[src/rtl/dat_walker_pkg.sv]
package dat_walker_pkg;
   typedef enum logic [2:0] {
      FLT_NONE = 3'd0,
      FLT_SPEC = 3'd1,
      FLT_SEG  = 3'd2,
      FLT_PAGE = 3'd3,
      FLT_PROT = 3'd4
   } flt_e;

   typedef enum logic [1:0] {
      SP_PRI  = 2'b00,
      SP_ALT  = 2'b01,
      SP_SEC  = 2'b10,
      SP_HOME = 2'b11
   } space_e;

   localparam logic [1:0] K_READ  = 2'd0;
   localparam logic [1:0] K_WRITE = 2'd1;
   localparam logic [1:0] K_FETCH = 2'd2;

   localparam int TBL_LEVELS = 4;
   localparam int LVL_W      = 2;
   localparam int TYPE_LSB   = 2;
   localparam int TBL_INV    = 5;
   localparam int PG_INV     = 10;
   localparam int PG_RO      = 9;
   localparam int ENT_SH     = 3;

   localparam logic [2:0] PERM_ALL  = 3'b111;
   localparam logic [2:0] PERM_NOWR = 3'b101;
   localparam logic [2:0] PERM_EXEC = 3'b100;
   localparam logic [2:0] PERM_DATA = 3'b011;
endpackage

[src/rtl/dat_idx_sel.sv]
module dat_idx_sel import dat_walker_pkg::*; #(
   parameter int VA_W    = 64,
   parameter int PAGE_SH = 12,
   parameter int PIX_W   = 8,
   parameter int IDX_W   = 11
) (
   input  logic [VA_W-1:0]  va,
   input  logic [LVL_W-1:0] level,
   output logic [IDX_W-1:0] idx,
   output logic [PIX_W-1:0] pix,
   output logic             range_bad
);
   localparam int BASE = PAGE_SH + PIX_W;

   logic [IDX_W-1:0]      idx_arr [TBL_LEVELS];
   logic [TBL_LEVELS-1:0] hi_bad;

   for (genvar l = 0; l < TBL_LEVELS; l++) begin : g_lvl
      localparam int LO = BASE + IDX_W * l;
      localparam int HI = LO + IDX_W;
      assign idx_arr[l] = va[HI-1:LO];
      if (HI < VA_W) begin : g_chk
         assign hi_bad[l] = |va[VA_W-1:HI];
      end else begin : g_top
         assign hi_bad[l] = 1'b0;
      end
   end

   assign idx       = idx_arr[level];
   assign pix       = va[BASE-1:PAGE_SH];
   assign range_bad = hi_bad[level];
endmodule

[src/rtl/dat_entry_eval.sv]
module dat_entry_eval import dat_walker_pkg::*; #(
   parameter int VA_W     = 64,
   parameter int PAGE_SH  = 12,
   parameter int PT_ALIGN = 11
) (
   input  logic [VA_W-1:0]  entry,
   input  logic             on_page,
   input  logic [LVL_W-1:0] level,
   output logic [2:0]       code,
   output logic             ro,
   output logic [VA_W-1:0]  next_origin
);
   always_comb begin
      code        = FLT_NONE;
      ro          = 1'b0;
      next_origin = '0;
      if (on_page) begin
         ro = entry[PG_RO];
         if (entry[PG_INV]) code = FLT_PAGE;
      end else if (entry[TBL_INV]) begin
         code = FLT_SEG;
      end else if (entry[TYPE_LSB +: LVL_W] != level) begin
         code = FLT_SPEC;
      end else if (level == '0) begin
         next_origin = {entry[VA_W-1:PT_ALIGN], {PT_ALIGN{1'b0}}};
      end else begin
         next_origin = {entry[VA_W-1:PAGE_SH], {PAGE_SH{1'b0}}};
      end
   end
endmodule

[src/rtl/dat_prefix.sv]
module dat_prefix #(
   parameter int              AW        = 64,
   parameter logic [AW-1:0]   LOW_LIMIT = 'h2000
) (
   input  logic [AW-1:0] addr_in,
   input  logic [AW-1:0] prefix,
   output logic [AW-1:0] addr_out
);
   assign addr_out = (addr_in < LOW_LIMIT) ? addr_in + prefix : addr_in;
endmodule

[src/rtl/dat_walker.sv]
module dat_walker import dat_walker_pkg::*; #(
   parameter int          VA_W      = 64,
   parameter int          PAGE_SH   = 12,
   parameter int          PIX_W     = 8,
   parameter int          IDX_W     = 11,
   parameter int          PT_ALIGN  = 11,
   parameter logic [63:0] LOW_LIMIT = 64'h2000
) (
   input  logic            clk,
   input  logic            rst_n,
   input  logic            req_valid,
   output logic            req_ready,
   input  logic [VA_W-1:0] req_vaddr,
   input  logic [1:0]      req_kind,
   input  logic [1:0]      req_space,
   input  logic [VA_W-1:0] cr_primary,
   input  logic [VA_W-1:0] cr_secondary,
   input  logic [VA_W-1:0] cr_home,
   input  logic            dat_en,
   input  logic [VA_W-1:0] prefix,
   output logic            mem_rd_valid,
   output logic [VA_W-1:0] mem_rd_addr,
   input  logic            mem_rd_done,
   input  logic [VA_W-1:0] mem_rd_data,
   output logic            rsp_valid,
   output logic [VA_W-1:0] rsp_raddr,
   output logic [2:0]      rsp_perm,
   output logic [2:0]      rsp_code,
   output logic [VA_W-1:0] rsp_exc_word
);
   localparam int SPAN = PAGE_SH + PIX_W + TBL_LEVELS * IDX_W;

   if (SPAN != VA_W) begin : g_bad_span
      $error("dat_walker: index fields do not cover the virtual address");
   end
   if (PT_ALIGN < PIX_W + ENT_SH || PAGE_SH < 3) begin : g_bad_align
      $error("dat_walker: table alignment too small for its index");
   end

   typedef enum logic [1:0] {ST_IDLE, ST_START, ST_FETCH, ST_RESP} st_e;

   st_e             state;
   logic [VA_W-1:0] va_q, base_q, res_raddr, res_exc;
   logic            write_q, on_page_q;
   logic [1:0]      space_q;
   logic [2:0]      pmask_q, res_perm, res_code;
   logic [LVL_W-1:0] level_q;

   // effective space and permission mask for a new request
   logic [1:0] eff_space;
   logic [2:0] eff_mask;
   always_comb begin
      eff_mask = PERM_ALL;
      unique case (req_space)
         SP_SEC: begin
            if (req_kind == K_FETCH) begin
               eff_space = SP_PRI;
               eff_mask  = PERM_EXEC;
            end else begin
               eff_space = SP_SEC;
               eff_mask  = PERM_DATA;
            end
         end
         SP_HOME: eff_space = SP_HOME;
         default: eff_space = SP_PRI;
      endcase
   end

   logic [VA_W-1:0] desig;
   always_comb begin
      unique case (space_q)
         SP_SEC:  desig = cr_secondary;
         SP_HOME: desig = cr_home;
         default: desig = cr_primary;
      endcase
   end

   logic [LVL_W-1:0] lvl_cur;
   logic [IDX_W-1:0] idx;
   logic [PIX_W-1:0] pix;
   logic             range_bad;
   assign lvl_cur = (state == ST_START) ? desig[TYPE_LSB +: LVL_W] : level_q;

   dat_idx_sel #(.VA_W(VA_W), .PAGE_SH(PAGE_SH), .PIX_W(PIX_W), .IDX_W(IDX_W)) i_idx (
      .va(va_q), .level(lvl_cur), .idx(idx), .pix(pix), .range_bad(range_bad));

   logic [2:0]      ev_code;
   logic            ev_ro;
   logic [VA_W-1:0] ev_next;
   dat_entry_eval #(.VA_W(VA_W), .PAGE_SH(PAGE_SH), .PT_ALIGN(PT_ALIGN)) i_eval (
      .entry(mem_rd_data), .on_page(on_page_q), .level(level_q),
      .code(ev_code), .ro(ev_ro), .next_origin(ev_next));

   // result of the current cycle, if any
   logic            fin;
   logic [2:0]      fin_code, fin_perm;
   logic [VA_W-1:0] cand, cand_pref;
   always_comb begin
      fin      = 1'b0;
      fin_code = FLT_NONE;
      fin_perm = '0;
      cand     = va_q;
      if (state == ST_START) begin
         if (!dat_en) begin
            fin      = 1'b1;
            fin_perm = PERM_ALL;
         end else if (range_bad) begin
            fin      = 1'b1;
            fin_code = FLT_SPEC;
         end
      end else if (state == ST_FETCH && mem_rd_done) begin
         if (ev_code != FLT_NONE) begin
            fin      = 1'b1;
            fin_code = ev_code;
         end else if (on_page_q) begin
            fin  = 1'b1;
            cand = {mem_rd_data[VA_W-1:PAGE_SH], va_q[PAGE_SH-1:0]};
            if (write_q && ev_ro) fin_code = FLT_PROT;
            else fin_perm = pmask_q & (ev_ro ? PERM_NOWR : PERM_ALL);
         end
      end
   end

   dat_prefix #(.AW(VA_W), .LOW_LIMIT(VA_W'(LOW_LIMIT))) i_pref (
      .addr_in(cand), .prefix(prefix), .addr_out(cand_pref));

   always_ff @(posedge clk or negedge rst_n) begin
      if (!rst_n) begin
         state     <= ST_IDLE;
         va_q      <= '0;
         write_q   <= 1'b0;
         space_q   <= SP_PRI;
         pmask_q   <= PERM_ALL;
         base_q    <= '0;
         level_q   <= '0;
         on_page_q <= 1'b0;
      end else begin
         unique case (state)
            ST_IDLE: if (req_valid) begin
               va_q    <= req_vaddr;
               write_q <= (req_kind == K_WRITE);
               space_q <= eff_space;
               pmask_q <= eff_mask;
               state   <= ST_START;
            end
            ST_START: begin
               if (fin) begin
                  state <= ST_RESP;
               end else begin
                  base_q    <= {desig[VA_W-1:PAGE_SH], {PAGE_SH{1'b0}}};
                  level_q   <= desig[TYPE_LSB +: LVL_W];
                  on_page_q <= 1'b0;
                  state     <= ST_FETCH;
               end
            end
            ST_FETCH: if (mem_rd_done) begin
               if (fin) begin
                  state <= ST_RESP;
               end else begin
                  base_q <= ev_next;
                  if (level_q == '0) on_page_q <= 1'b1;
                  else level_q <= level_q - 1'b1;
               end
            end
            default: state <= ST_IDLE;
         endcase
      end
   end

   always_ff @(posedge clk or negedge rst_n) begin
      if (!rst_n) begin
         res_code  <= FLT_NONE;
         res_perm  <= '0;
         res_raddr <= '0;
         res_exc   <= '0;
      end else if (fin) begin
         res_code  <= fin_code;
         res_perm  <= fin_perm;
         res_raddr <= (fin_code == FLT_NONE) ? cand_pref : '0;
         res_exc   <= (fin_code == FLT_NONE) ? '0 :
                      {va_q[VA_W-1:PAGE_SH], {(PAGE_SH-3){1'b0}},
                       (fin_code == FLT_PROT), space_q};
      end
   end

   assign req_ready    = (state == ST_IDLE);
   assign mem_rd_valid = (state == ST_FETCH);
   assign mem_rd_addr  = base_q + (on_page_q ? (VA_W'(pix) << ENT_SH)
                                             : (VA_W'(idx) << ENT_SH));
   assign rsp_valid    = (state == ST_RESP);
   assign rsp_raddr    = res_raddr;
   assign rsp_perm     = res_perm;
   assign rsp_code     = res_code;
   assign rsp_exc_word = res_exc;
endmodule

[config.mk]
export PLATFORM = sky130hd
export DESIGN_NAME = dat_walker
export DESIGN_NICKNAME = d
export VERILOG_FILES = /design/src/rtl/dat_walker_pkg.sv /design/src/rtl/dat_idx_sel.sv /design/src/rtl/dat_entry_eval.sv /design/src/rtl/dat_prefix.sv /design/src/rtl/dat_walker.sv
export SDC_FILE = /design/constraint.sdc
export NUM_CORES = 1
export LEC_CHECK = 0
export ABC_AREA = 1
export BUFFER_PORTS_ARGS = -buffer_cell sky130_fd_sc_hd__buf_2
export CAP_MARGIN = 10
export CORE_AREA = 2 2 232 234
export CTS_CLUSTER_DIAMETER = 30
export DETAILED_ROUTE_END_ITERATION = 10
export DIE_AREA = 0 0 234 236
export GPL_TIMING_DRIVEN = 0
export PLACE_DENSITY_LB_ADDON = 0.25
export SYNTH_ARGS = -nofsm -noshare
export SYNTH_HDL_FRONTEND = slang
export SYNTH_SLANG_ARGS = --single-unit
[constraint.sdc]
create_clock -name clk -period 8.31 [get_ports clk]
set_input_delay 0.831 -clock clk [delete_from_list [all_inputs] [get_ports clk]]
set_output_delay 0.831 -clock clk [all_outputs]
set_load 0.01 [all_outputs]
==> run metrics <==
Overflow after GRT 0; Die H 236 um; Leakage 16.0 nW; Seq/Total Area, Yosys 29.6%; Nets 4,721; Synth area leaders nand2_1 (30%), dfrtp_1 (29%), inv_1 (9.3%); met2 wire len 49.9 mm; clk sinks 252; Cell Pwr Density 439 nW/um2; Area Overhead vs Synth 29.0%; first-pass GRT wire length 153 mm; Iter 0 DRT Violations 2,635; synth warn 0; flop and latch count out of synthesis 252; antenna-violating nets left 0; worst-margin pin slew 1.41 ns; delay-heaviest family, CP simple AND/OR/NAND/NOR gates; worst r2r src state[0]$_DFFE_PN0P_; row count 85; Crit path buffers/inverters 7; Place WS 0.722 ns; initial core utilization 40.2%; outcome completed; Top Ports 594; largest net degree at the start of global routing 112; clk slew on worst S/H paths 0.05 ns; period utilisation layout 96.8%; CP peak stage delay 0.52 ns; CTS H-Tree Depth 3; IO Port Bufs 545; unrepaired setup endpoints after global routing no; Slew HR 5.17%; total number of vias 25,900; Final Skew 0.0426 ns; max layer used met5; clock root cell clkbuf_16; register area 6310 um2; gate count of the mapped netlist 3,618; CP required 7.48 ns; Die ar. 55,200 um2; Max Clock Freq 124 MHz; TritonCTS clock tree done; share of cells above drive strength 1 16.9%; maximum capacitance violations 0; WP data arrival 7.22 ns; CP startpoint kind register; met3 wire length 10.3 mm; R2R setup slack 3.53 ns; CP Class register to output port; Synth async-reset ratio 100%; PostCTS Resize Cnt 0; Final Hold Fails 0; r2r endpoint rsp_raddr[62]$_DFFE_PN0N_; multi-input logic area 12,500 um2; Yosys cell types 46; cts-stage hold buffer count 0; Peak VDD IR 0.000200 V; drc violations 0; wl on met1 42.8 mm; slowest stage cell, crit path o21ai_1; Num CTS Buffers 67; Slew Limit Fails 0; Final min period 8.05 ns; Die Width 234 um; Setup TNS 0 ns; Tot GR Track Use 38.3%; mapped cell area 21,300 um2; Vias/cell 5.16; Reg2Reg Depth 24; synthesized area per cell 5.89 um2; HPWL after DPL 91.6 mm; Setup violations, final 0; GP Congestion 1.05; final setup margin 0.263 ns; CP max FO 10; Core ar. 53,100 um2; endpoint class of the critical path output port; Post-synth top flop dfrtp_1; Clock Tree Buf Depth 3; FILL cells 5,673; Hold Path Class primary input to async pin; initial antenna violation count 23; Post-synth EDFFs 0; DR WL/cell 21.9 um; clock latency on the worst-skew pair 0.62 ns; Routed WL 110 mm; top cell type's share of synthesized area 29.6%; vias in the first global route 23,500; DRT Pass-1 Iters 6; crit path cell chain inv_2 > nor2_4 > nand2_1 > nand2_1 > inv_1 > o21ai_1 > clkbuf_2 > clkbuf_1 > a21oi_1 > nor3_2 > ha_1 > inv_1 > fa_1 > inv_1 > nand2_1 > a21oi_1 > nand3_1 > nor2_1 > nand2_1 > nor3_1 > nand4_1 > xnor2_1 > buf_2; most area-hungry cell type in the Yosys netlist nand2_1; postcts setup bufs 0; Most Frequent Cell on Critical Path nand2_1
==> kinds of logic after synthesis <==
family / after synthesis / share of synthesized area [%]
compound gates: 249 / 6.27
xor+xnor: 84 / 3.45
fa+ha+maj: 83 / 4.94
buf+inv: 663 / 12.3
flops: 252 / 29.6
other cells: 1 / 0.0176
simple gates: 2286 / 43.4
==> per-layer routing <==
metal,vias up,GRT usage (%)
met5,-,0
met4,4,21.8
met3,281,8.52
met2,1370,61.3
met1,11800,47.3
li1,12400,-
==> sequential cells by signal, summed over array words and instances (netlist names) <==
| signal | flops |
|---|---|
| write_q | 1 |
| base_q | 53 |
| rsp_code | 3 |
| rsp_raddr | 64 |
| pmask_q | 2 |
| space_q | 2 |
| level_q | 2 |
| state | 2 |
| rsp_exc_word | 55 |
| rsp_perm | 3 |
| on_page_q | 1 |
| va_q | 64 |
==> cell usage in the layout (no fill, tap or decap), types with 50 or more instances in the layout <==
master / instances
nand2_1: 1682
buf_2: 561
inv_1: 527
nand3_1: 251
dfrtp_1: 250
nor2_1: 207
o21ai_0: 116
clkbuf_1: 90
ha_1: 81
a21oi_1: 78
clkbuf_16: 69
nand4_1: 56
xor2_1: 50
==> worst max path at each step <==
stage                                start              end  slack (ns)  cells after the start
global placement                cr_home[2]  mem_rd_addr[53]        0.74                     23
global route        space_q[1]$_DFFE_PN0P_  mem_rd_addr[57]        0.02                     23
floorplan                    cr_primary[2]  mem_rd_addr[53]        3.08                     21
finish              space_q[1]$_DFFE_PN0P_  mem_rd_addr[57]        0.26                     23
CTS                 space_q[1]$_DFFE_PN0P_  mem_rd_addr[53]        0.06                     23
detailed placement              cr_home[2]  mem_rd_addr[53]        0.72                     23
==> per-stage QoR <==
stage / cell area, um2 / instances / utilization [%] / hold WS [ns] / power, W
2_1_floorplan: 21400 / 3629 / - / 0.441 / 0.00636
5_1_grt: 27500 / 5015 / 51.8 / 0.139 / 0.0128
6_report: 27500 / 5018 / 51.8 / 0.122 / 0.0121
4_1_cts: 27400 / 4996 / 51.7 / 0.118 / 0.0119
3_5_place_dp: 25000 / 4872 / 47.2 / 0.454 / 0.00913
3_3_place_gp: 25000 / 4870 / 47.0 / 0.453 / 0.00908
==> area by class of cell <==
class                   instances  share of cell area [%]
clock buffers                  85                    6.82
flip-flops and latches        252                    22.9
diodes                         22                   0.200
repair buffers                547                    10.2
plain buffers                 128                    2.22
well taps                     696                    3.17
clock inverters                39                    1.92
multi-input cells            2714                    45.3
inverters                     535                    7.31
==> report_power, final <==
group          internal [W]  switching (W)  leakage [nW]
registers           0.00178       0.000539          3.21
clock network       0.00187       0.000892          1.16
logic               0.00208        0.00493          11.7
total               0.00573        0.00636          16.0
==> cells in the mapped netlist (3+ instances only) <==
master	count
a21oi_1	78
a31oi_1	8
buf_1	3
buf_2	17
buf_4	19
buf_6	5
clkbuf_1	84
clkinv_1	4
dfrtp_1	250
ha_1	81
inv_1	527
inv_2	3
nand2_1	1682
nand2_2	3
nand3_1	251
nand3b_1	16
nand4_1	56
nor2_1	207
nor2_4	3
nor3_1	43
nor4_1	15
o211ai_1	16
o21ai_0	116
o21ai_1	17
or2_2	3
xnor2_1	34
xor2_1	50
(Power assumes the default switching activity.)
